**src/rtl/esc_pkg.sv**
```systemverilog
// Package: shared defaults and helpers for the escalation timer.
// Assumes threshold and wait counter share one width.
package esc_pkg;
    localparam int THR_W_DEF = 8;
    localparam int THR_RST_DEF = 8'h40;
endpackage

```
**src/rtl/esc_thr_reg.sv**
```systemverilog
// Threshold register: holds the escalation threshold and accepts writes.
// Assumes a single writer; the write lands at the strobed edge.
module esc_thr_reg #(
    parameter int THR_W   = esc_pkg::THR_W_DEF,
    parameter int THR_RST = esc_pkg::THR_RST_DEF
) (
    input  logic             clk,
    input  logic             rst_n,
    input  logic             wr_en,
    input  logic [THR_W-1:0] wr_data,
    output logic [THR_W-1:0] thr
);
    localparam logic [THR_W-1:0] RST_VAL = THR_W'(THR_RST);

    // Store the threshold on reset or on a write.
    always_ff @(posedge clk) begin
        if (!rst_n)
            thr <= RST_VAL;
        else if (wr_en)
            thr <= wr_data;
    end
endmodule

```
**src/rtl/esc_wait_ctr.sv**
```systemverilog
// Wait counter: counts edges while the request is pending and stops at its maximum.
// Assumes run is low whenever the request is absent or granted.
module esc_wait_ctr #(
    parameter int CNT_W = esc_pkg::THR_W_DEF
) (
    input  logic             clk,
    input  logic             rst_n,
    input  logic             run,
    output logic [CNT_W-1:0] cnt
);
    localparam logic [CNT_W-1:0] CNT_MAX = {CNT_W{1'b1}};

    // Clear when idle, otherwise advance until the ceiling.
    always_ff @(posedge clk) begin
        if (!rst_n || !run)
            cnt <= '0;
        else if (cnt != CNT_MAX)
            cnt <= cnt + 1'b1;
    end
endmodule

```
**src/rtl/esc_flag.sv**
```systemverilog
// Escalation flag: compares the wait with the threshold and keeps the result sticky.
// Assumes cnt is cleared by the same run condition that clears the flag.
module esc_flag #(
    parameter int THR_W = esc_pkg::THR_W_DEF
) (
    input  logic             clk,
    input  logic             rst_n,
    input  logic             run,
    input  logic             req_valid,
    input  logic [THR_W-1:0] cnt,
    input  logic [THR_W-1:0] thr,
    output logic             hipri
);
    logic hit;
    logic esc_q;

    // Threshold reached; zero threshold never matches.
    always_comb hit = (thr != '0) && (cnt >= thr);

    // Remember escalation until the request is retired.
    always_ff @(posedge clk) begin
        if (!rst_n || !run)
            esc_q <= 1'b0;
        else if (hit)
            esc_q <= 1'b1;
    end

    // Drive the output only while the request is present.
    always_comb hipri = req_valid && (esc_q || hit);
endmodule

```
**src/rtl/req_escalate_timer.sv**
```systemverilog
// Top: times a pending bus request and raises a high-priority request
// once the wait reaches the programmed threshold (zero disables).
// Assumes req_valid stays high until granted or withdrawn.
module req_escalate_timer #(
    parameter int THR_W   = esc_pkg::THR_W_DEF,
    parameter int THR_RST = esc_pkg::THR_RST_DEF
) (
    input  logic             clk,
    input  logic             rst_n,
    input  logic             thr_wr_en,
    input  logic [THR_W-1:0] thr_wr_data,
    output logic [THR_W-1:0] thr_rd_data,
    input  logic             req_valid,
    input  logic             req_grant,
    output logic             hipri_req
);
    logic             run;
    logic [THR_W-1:0] thr;
    logic [THR_W-1:0] cnt;

    // Timing runs only for a pending, ungranted request.
    always_comb run = req_valid && !req_grant;

    esc_thr_reg #(.THR_W(THR_W), .THR_RST(THR_RST)) thr_i (
        .clk(clk), .rst_n(rst_n), .wr_en(thr_wr_en),
        .wr_data(thr_wr_data), .thr(thr)
    );

    esc_wait_ctr #(.CNT_W(THR_W)) ctr_i (
        .clk(clk), .rst_n(rst_n), .run(run), .cnt(cnt)
    );

    esc_flag #(.THR_W(THR_W)) flag_i (
        .clk(clk), .rst_n(rst_n), .run(run), .req_valid(req_valid),
        .cnt(cnt), .thr(thr), .hipri(hipri_req)
    );

    // Expose the stored threshold.
    always_comb thr_rd_data = thr;
endmodule

```
**config.mk**
```make
export PLATFORM = sky130hd
export DESIGN_NAME = req_escalate_timer
export DESIGN_NICKNAME = d
export VERILOG_FILES = /design/src/rtl/esc_pkg.sv /design/src/rtl/esc_thr_reg.sv /design/src/rtl/esc_wait_ctr.sv /design/src/rtl/esc_flag.sv /design/src/rtl/req_escalate_timer.sv
export SDC_FILE = /design/constraint.sdc
export NUM_CORES = 1
export LEC_CHECK = 0
export BUFFER_PORTS_ARGS = -buffer_cell sky130_fd_sc_hd__buf_2
export CAP_MARGIN = 20
export CORE_MARGIN = 2
export CORE_UTILIZATION = 50
export DETAILED_ROUTE_END_ITERATION = 8
export PLACE_DENSITY = 0.83
export SLEW_MARGIN = 30
export SYNTH_ARGS = -nofsm -noshare
export SYNTH_HDL_FRONTEND = slang
export SYNTH_SLANG_ARGS = --single-unit
```
**constraint.sdc**
```tcl
create_clock -name clk -period 3 [get_ports clk]
set_clock_uncertainty 0.2 [all_clocks]
set_input_delay 0 -clock clk [delete_from_list [all_inputs] [get_ports clk]]
set_output_delay 0 -clock clk [all_outputs]
set_load 0.03 [all_outputs]
```
==> metrics.cfg, run 1 <==
[floorplan]
die_h_um = 46.7
die-area_um2 = 2180
initial_core_util = 0.528
rows = 15
pin_count = 22
die_x_um = 46.7
core_area_um2 = 1730

[grt]
grtUsageTotal = 0.272
antenna_found_initial = 0
globalRoute.totalOverflow = 0
grt_first_pass_wirelength_um = 4030
grt_pass1_vias = 933
grt_start_max_net_pins = 10

[min_path]
hp-class = flip-flop to flip-flop
holdPathStages = 2

[timing]
hold_viol_final = 0
rsz0062_at_grt = false
tns_ns = 0
max_freq_mhz = 442
drv_slew = 0
period_needed_ns = 2.26
worst_pin_slew_ns = 0.368
maxSlewHeadroom = 0.749
setup_slack_ns = 0.740
setup-violations-final = 0
finalCritPeriodShare = 0.753

[clock_network]
post_cts_buffers = 0
clk_pin_slew_ns = 0.10
clk_latency_ns = 0.29
cts_root_buf = clkbuf_4
cts_tree = built
holdBufCountCts = 29
clock-sinks = 17
htree_levels = 1
cts_resized = 0
cts_buffer_depth = 2
cts-buffers-inserted = 3

[place]
post-place-ws_ns = 1.15
port_buffers = 21
gp_congestion = 0.813
hpwlAfterDp_um = 1380

[finish]
drive_gt1_frac = 0.170
syn_to_final_growth_pct = 48.7
mostFrequentLayoutCell = dlygate4sd3_1
final_cell_mix = 29 x dlygate4sd3_1, 21 x buf_2, 17 x dfxtp_1
final.fill_count = 118
layout.nets = 176
diodes = 0

[critical_path]
worstSetupStartpointType = flip-flop
required_ns = 2.80
cp.arrival_ns = 2.06
worstSetupPathType = flip-flop to output port
ff2ff_path_depth = 4
path_max_fanout = 3
endpoint_kind = output port

[pwr]
switching_share = 0.273
p_seq_frac = 0.510
p_leak_nw = 0.612
p_clk_frac = 0.266
vdd_drop_max_v = 0.000359
p_int_w = 0.000342
power_density_nw_per_um2 = 347
p_switching_w = 0.000129
p_comb_frac = 0.224

[status]
status = finished, final reports clean

[yosys]
yosysTopAreaCell = dfxtp_1
syn-cell-area_um2 = 912
synth_area_leaders = dfxtp_1 37%, ha_1 12%, mux2i_1 8.8%
ys_ff_latch = 17
syn_inst = 101
avgSynthCellArea_um2 = 9.03
synth_top_area_frac = 0.373
synth_nets = 123
ys_seq_area_frac = 0.373
ys_types = 32
ys_warn_count = 0

[routing]
wl_per_cell_um = 15.3
wl_um = 2730
ant_nets = 0
viasPerCell = 5.37
first_pass_iters = 4
drc = 0
vias = 955
drtIter0Drc = 33

[job]
drv_cap = 0

==> critical path: stages, from the launching register on <==
cell and delay (ns):
dfxtp_1 0.37, inv_1 0.08, ha_1 0.28, nand2b_1 0.15, a2111oi_0 0.40, o211a_1 0.24, nor3b_1 0.06, buf_2 0.17
==> registers in the layout, summed over array words and instances, names as in the netlist <==
register,cells
flag_i.esc_q,1
ctr_i.cnt,8
thr_i.thr,8
==> synthesized netlist by cell type <==
cell type	count
dfxtp_1	17
inv_1	10
ha_1	9
mux2i_1	8
nor2_1	8
nor2b_1	7
nand2_1	4
nor3_1	4
o21ai_0	4
and3_1	3
nand3_1	3
xor2_1	3
o211ai_1	2
a2111oi_0	1
a211oi_1	1
a21o_1	1
a21oi_1	1
a22o_2	1
a31oi_1	1
and2_1	1
buf_2	1
clkbuf_1	1
nand2b_1	1
nand3b_1	1
nand4_1	1
nor3_2	1
nor3b_1	1
nor4_1	1
o211a_1	1
o21a_1	1
or4_1	1
xnor2_1	1
==> final cells by class <==
| type | instances | area [um2] | share of cell area |
|---|---|---|---|
| multi-input cells | 72 | 526 | 0.387 |
| clock buffers | 4 | 26.3 | 0.0194 |
| flip-flops and latches | 17 | 340 | 0.251 |
| inverters | 10 | 37.5 | 0.0277 |
| repair buffers | 50 | 395 | 0.292 |
| well taps | 25 | 31.3 | 0.0231 |
==> worst paths after layout <==
kind                                                 from                   endpoint  slack, ns
worst min register to register  ctr_i.cnt[1]$_SDFFE_PP0P_  ctr_i.cnt[1]$_SDFFE_PP0P_       0.33
worst max register to register  thr_i.thr[7]$_SDFFE_PN0P_  thr_i.thr[7]$_SDFFE_PN0P_       0.89
worst max-delay path            ctr_i.cnt[0]$_SDFFE_PP0P_                  hipri_req       0.74
worst min-delay path            ctr_i.cnt[1]$_SDFFE_PP0P_  ctr_i.cnt[1]$_SDFFE_PP0P_       0.33
==> kinds of logic (layout without fill, tap and decap cells) <==
kind of cell,after synthesis,count (layout),share of synthesized area
AND/OR/NAND/NOR,37,37,0.219
flip-flops,17,17,0.373
AO/OA/AOI/OAI,14,14,0.107
buffers and inverters,12,64,0.0507
adder cells (fa/ha/maj),9,9,0.123
multiplexers,8,8,0.0878
XOR/XNOR,4,4,0.0384
==> power groups by stage <==
stage / logic, W / clock network (W) / registers [W]
after global placement: 0.0000630 / 0 / 0.000245
after CTS: 0.0000978 / 0.000125 / 0.000240
after floorplan: 0.0000327 / 0 / 0.000257
after detailed placement: 0.0000644 / 0 / 0.000245
final: 0.000105 / 0.000125 / 0.000240
after global routing: 0.000112 / 0.000131 / 0.000241
==> layer usage <==
layer | global-route usage | share of wire | vias to the layer above
met5 | 0 | 0 | -
met4 | 0.217 | 0.062 | 0
met3 | 0.0549 | 0.055 | 20
met1 | 0.297 | 0.38 | 433
li1 | - | - | 456
met2 | 0.456 | 0.50 | 46
==> metrics by stage <==
stage / cells / area (um2) / power (W) / utilization / hold WS [ns]
6_report: 178 / 1360 / 0.000470 / 0.786 / 0.333
5_1_grt: 178 / 1360 / 0.000484 / 0.786 / 0.366
4_1_cts: 178 / 1360 / 0.000462 / 0.786 / 0.320
3_5_place_dp: 145 / 1040 / 0.000309 / 0.602 / 0.0316
3_3_place_gp: 145 / 1040 / 0.000308 / 0.602 / 0.0179
2_1_floorplan: 101 / 912 / 0.000289 / - / -0.0696
No activity file was read; power rests on OpenSTA's default activity.
==> inputs of run 2 (changes only) <==
==> constraint.sdc (replaced) <==
create_clock -name clk -period 2.4 [get_ports clk]
set_clock_uncertainty 0.2 [all_clocks]
set_input_delay 0 -clock clk [delete_from_list [all_inputs] [get_ports clk]]
set_output_delay 0 -clock clk [all_outputs]
set_load 0.03 [all_outputs]
==> metrics.cfg, run 2 (synthesis gave the netlist of run 1 again) <==
[clock_network]
cts_tree = built
cts-buffers-inserted = 3  ; unchanged
clk_latency_ns = 0.29  ; about the same
htree_levels = 1  ; unchanged
clock-sinks = 17  ; unchanged
cts_buffer_depth = 2  ; unchanged
cts_root_buf = clkbuf_4
clk_pin_slew_ns = 0.09  ; about the same

[timing]
finalCritPeriodShare = 0.938
period_needed_ns = 2.25
maxSlewHeadroom = 0.734  ; -0.0141
max_freq_mhz = 444
hold_viol_final = 0  ; unchanged
drv_slew = 0  ; unchanged
tns_ns = 0  ; unchanged
worst_pin_slew_ns = 0.396  ; +0.0283 ns
setup-violations-final = 0  ; unchanged
rsz0062_at_grt = false

[min_path]
holdPathStages = 2  ; unchanged
min-delay-start = ctr_i.cnt[1]$_SDFFE_PP0P_
whs_endpoint = ctr_i.cnt[1]$_SDFFE_PP0P_
hp-class = flip-flop to flip-flop

[grt]
antenna_found_initial = 0  ; unchanged
grtUsageTotal = 0.272  ; unchanged
grt_pass1_vias = 933  ; unchanged
globalRoute.totalOverflow = 0  ; unchanged
grt_first_pass_wirelength_um = 4030  ; unchanged
grt_start_max_net_pins = 10  ; unchanged

[routing]
vias = 957  ; +0.21%
first_pass_iters = 4  ; unchanged
drtIter0Drc = 36  ; +9.1%
wl_per_cell_um = 15.1  ; -1.4%
ant_nets = 0  ; unchanged
viasPerCell = 5.38  ; +0.21%
wl_um = 2690  ; -1.4%
drc = 0  ; unchanged

[floorplan]
core_area_um2 = 1730  ; unchanged
rows = 15  ; unchanged
die_x_um = 46.7  ; unchanged
pin_count = 22  ; unchanged
initial_core_util = 0.528  ; unchanged
die-area_um2 = 2180  ; unchanged
die_h_um = 46.7  ; unchanged

[finish]
layout.nets = 176  ; unchanged
drive_gt1_frac = 0.170  ; unchanged
fin_util = 0.786  ; about the same
final_cell_mix = 29 x dlygate4sd3_1, 21 x buf_2, 17 x dfxtp_1
syn_to_final_growth_pct = 48.8  ; about the same
diodes = 0  ; unchanged
reg_top3 = ctr_i.cnt x8, thr_i.thr x8, flag_i.esc_q x1
mostFrequentLayoutCell = dlygate4sd3_1

[critical_path]
path_cells = inv_1 > ha_1 > a21o_1 > a211oi_1 > o211a_1 > nor3b_1 > buf_2
required_ns = 2.20  ; -0.60 ns
reg2reg_to = thr_i.thr[7]$_SDFFE_PN0P_
ff2ff_path_depth = 4  ; unchanged
worstSetupPathType = flip-flop to output port
worstSetupStartpointType = flip-flop
cp_top_family = compound AO/OA/AOI/OAI gates
endpoint_kind = output port
path_max_fanout = 3  ; unchanged
r2r_setup_slack_ns = 0.31  ; -0.58 ns
setup.worst_path.start = thr_i.thr[6]$_SDFFE_PN1P_
path_buf_inv = 2  ; unchanged
slowest_delay_ns = 0.39  ; about the same
cp.arrival_ns = 2.05  ; about the same
critPathSlowestCell = a211oi_1
rr_startpoint = thr_i.thr[7]$_SDFFE_PN0P_

[pwr]
power_density_nw_per_um2 = 431  ; +24%
p_leak_nw = 0.612  ; about the same
vdd_drop_max_v = 0.000442  ; +23%

[status]
status = finished, final reports clean

[place]
hpwlAfterDp_um = 1380  ; unchanged
port_buffers = 21  ; unchanged
gp_congestion = 0.813  ; unchanged

[job]
drv_cap = 0  ; unchanged

-- run 2: changes by cell type in the layout (fill, tap and decap cells not counted) --
cell | previous run | this run
a2111oi_0 | 1 | 0
a2111oi_1 | 0 | 1
-- run 2: layout make-up --
cell class / count / area, um2
clock buffer: 4 / 26.3
fill: 117 / 369
inverter: 10 / 37.5
multi-input combinational: 72 / 527
sequential: 17 / 340
tap: 25 / 31.3
timing repair buffer: 50 / 395
-- run 2: worst register-to-register path: stages (launching register included) --
cell and delay (ns):
dfxtp_1 0.38, mux2i_1 0.09, dlygate4sd3_1 0.57, nor2b_1 0.20, dlygate4sd3_1 0.60
-- run 2: report_power, final --
| group | switching (W) | internal (W) |
|---|---|---|
| clock network | 0.0000880 | 0.0000648 |
| registers | 0.00000874 | 0.000291 |
| logic | 0.0000604 | 0.0000717 |
| total | 0.000157 | 0.000428 |
-- run 2: through the flow --
| stage | worst slack, ns | std cells | hold WS [ns] | power, W | area (um2) |
|---|---|---|---|---|---|
| final | 0.150 | 178 | 0.335 | 0.000585 | 1360 |
| after global routing | 0.0251 | 178 | 0.366 | 0.000606 | 1360 |
| after CTS | 0.203 | 178 | 0.320 | 0.000578 | 1360 |
| after detailed placement | 0.549 | 145 | 0.0316 | 0.000387 | 1040 |
| after global placement | 0.539 | 145 | 0.0179 | 0.000384 | 1040 |
| after floorplan | 0.164 | 101 | -0.0696 | 0.000362 | 912 |
-- run 2: worst max path at each step --
stage                     end  slack [ns]  cells past startpoint
floorplan           hipri_req        0.16                      6
global placement    hipri_req        0.54                      7
detailed placement  hipri_req        0.55                      7
CTS                 hipri_req        0.20                      7
global route        hipri_req        0.03                      7
finish              hipri_req        0.15                      7
-- run 2: layer usage --
metal | GRT usage | vias to the layer above | wire (um)
li1 | - | 460 | -
met1 | 0.297 | 440 | 1040
met2 | 0.456 | 37 | 1340
met3 | 0.0549 | 20 | 123
met4 | 0.217 | 0 | 183
met5 | 0 | - | 0
-- run 2: what timing repair did --
item                                    in CTS  in global routing
resized for setup                            0                  1
hold buffers                                29                  0
hold endpoints to repair                    15                  0
endpoints found under the setup margin       0                  1
setup buffers                                0                  0
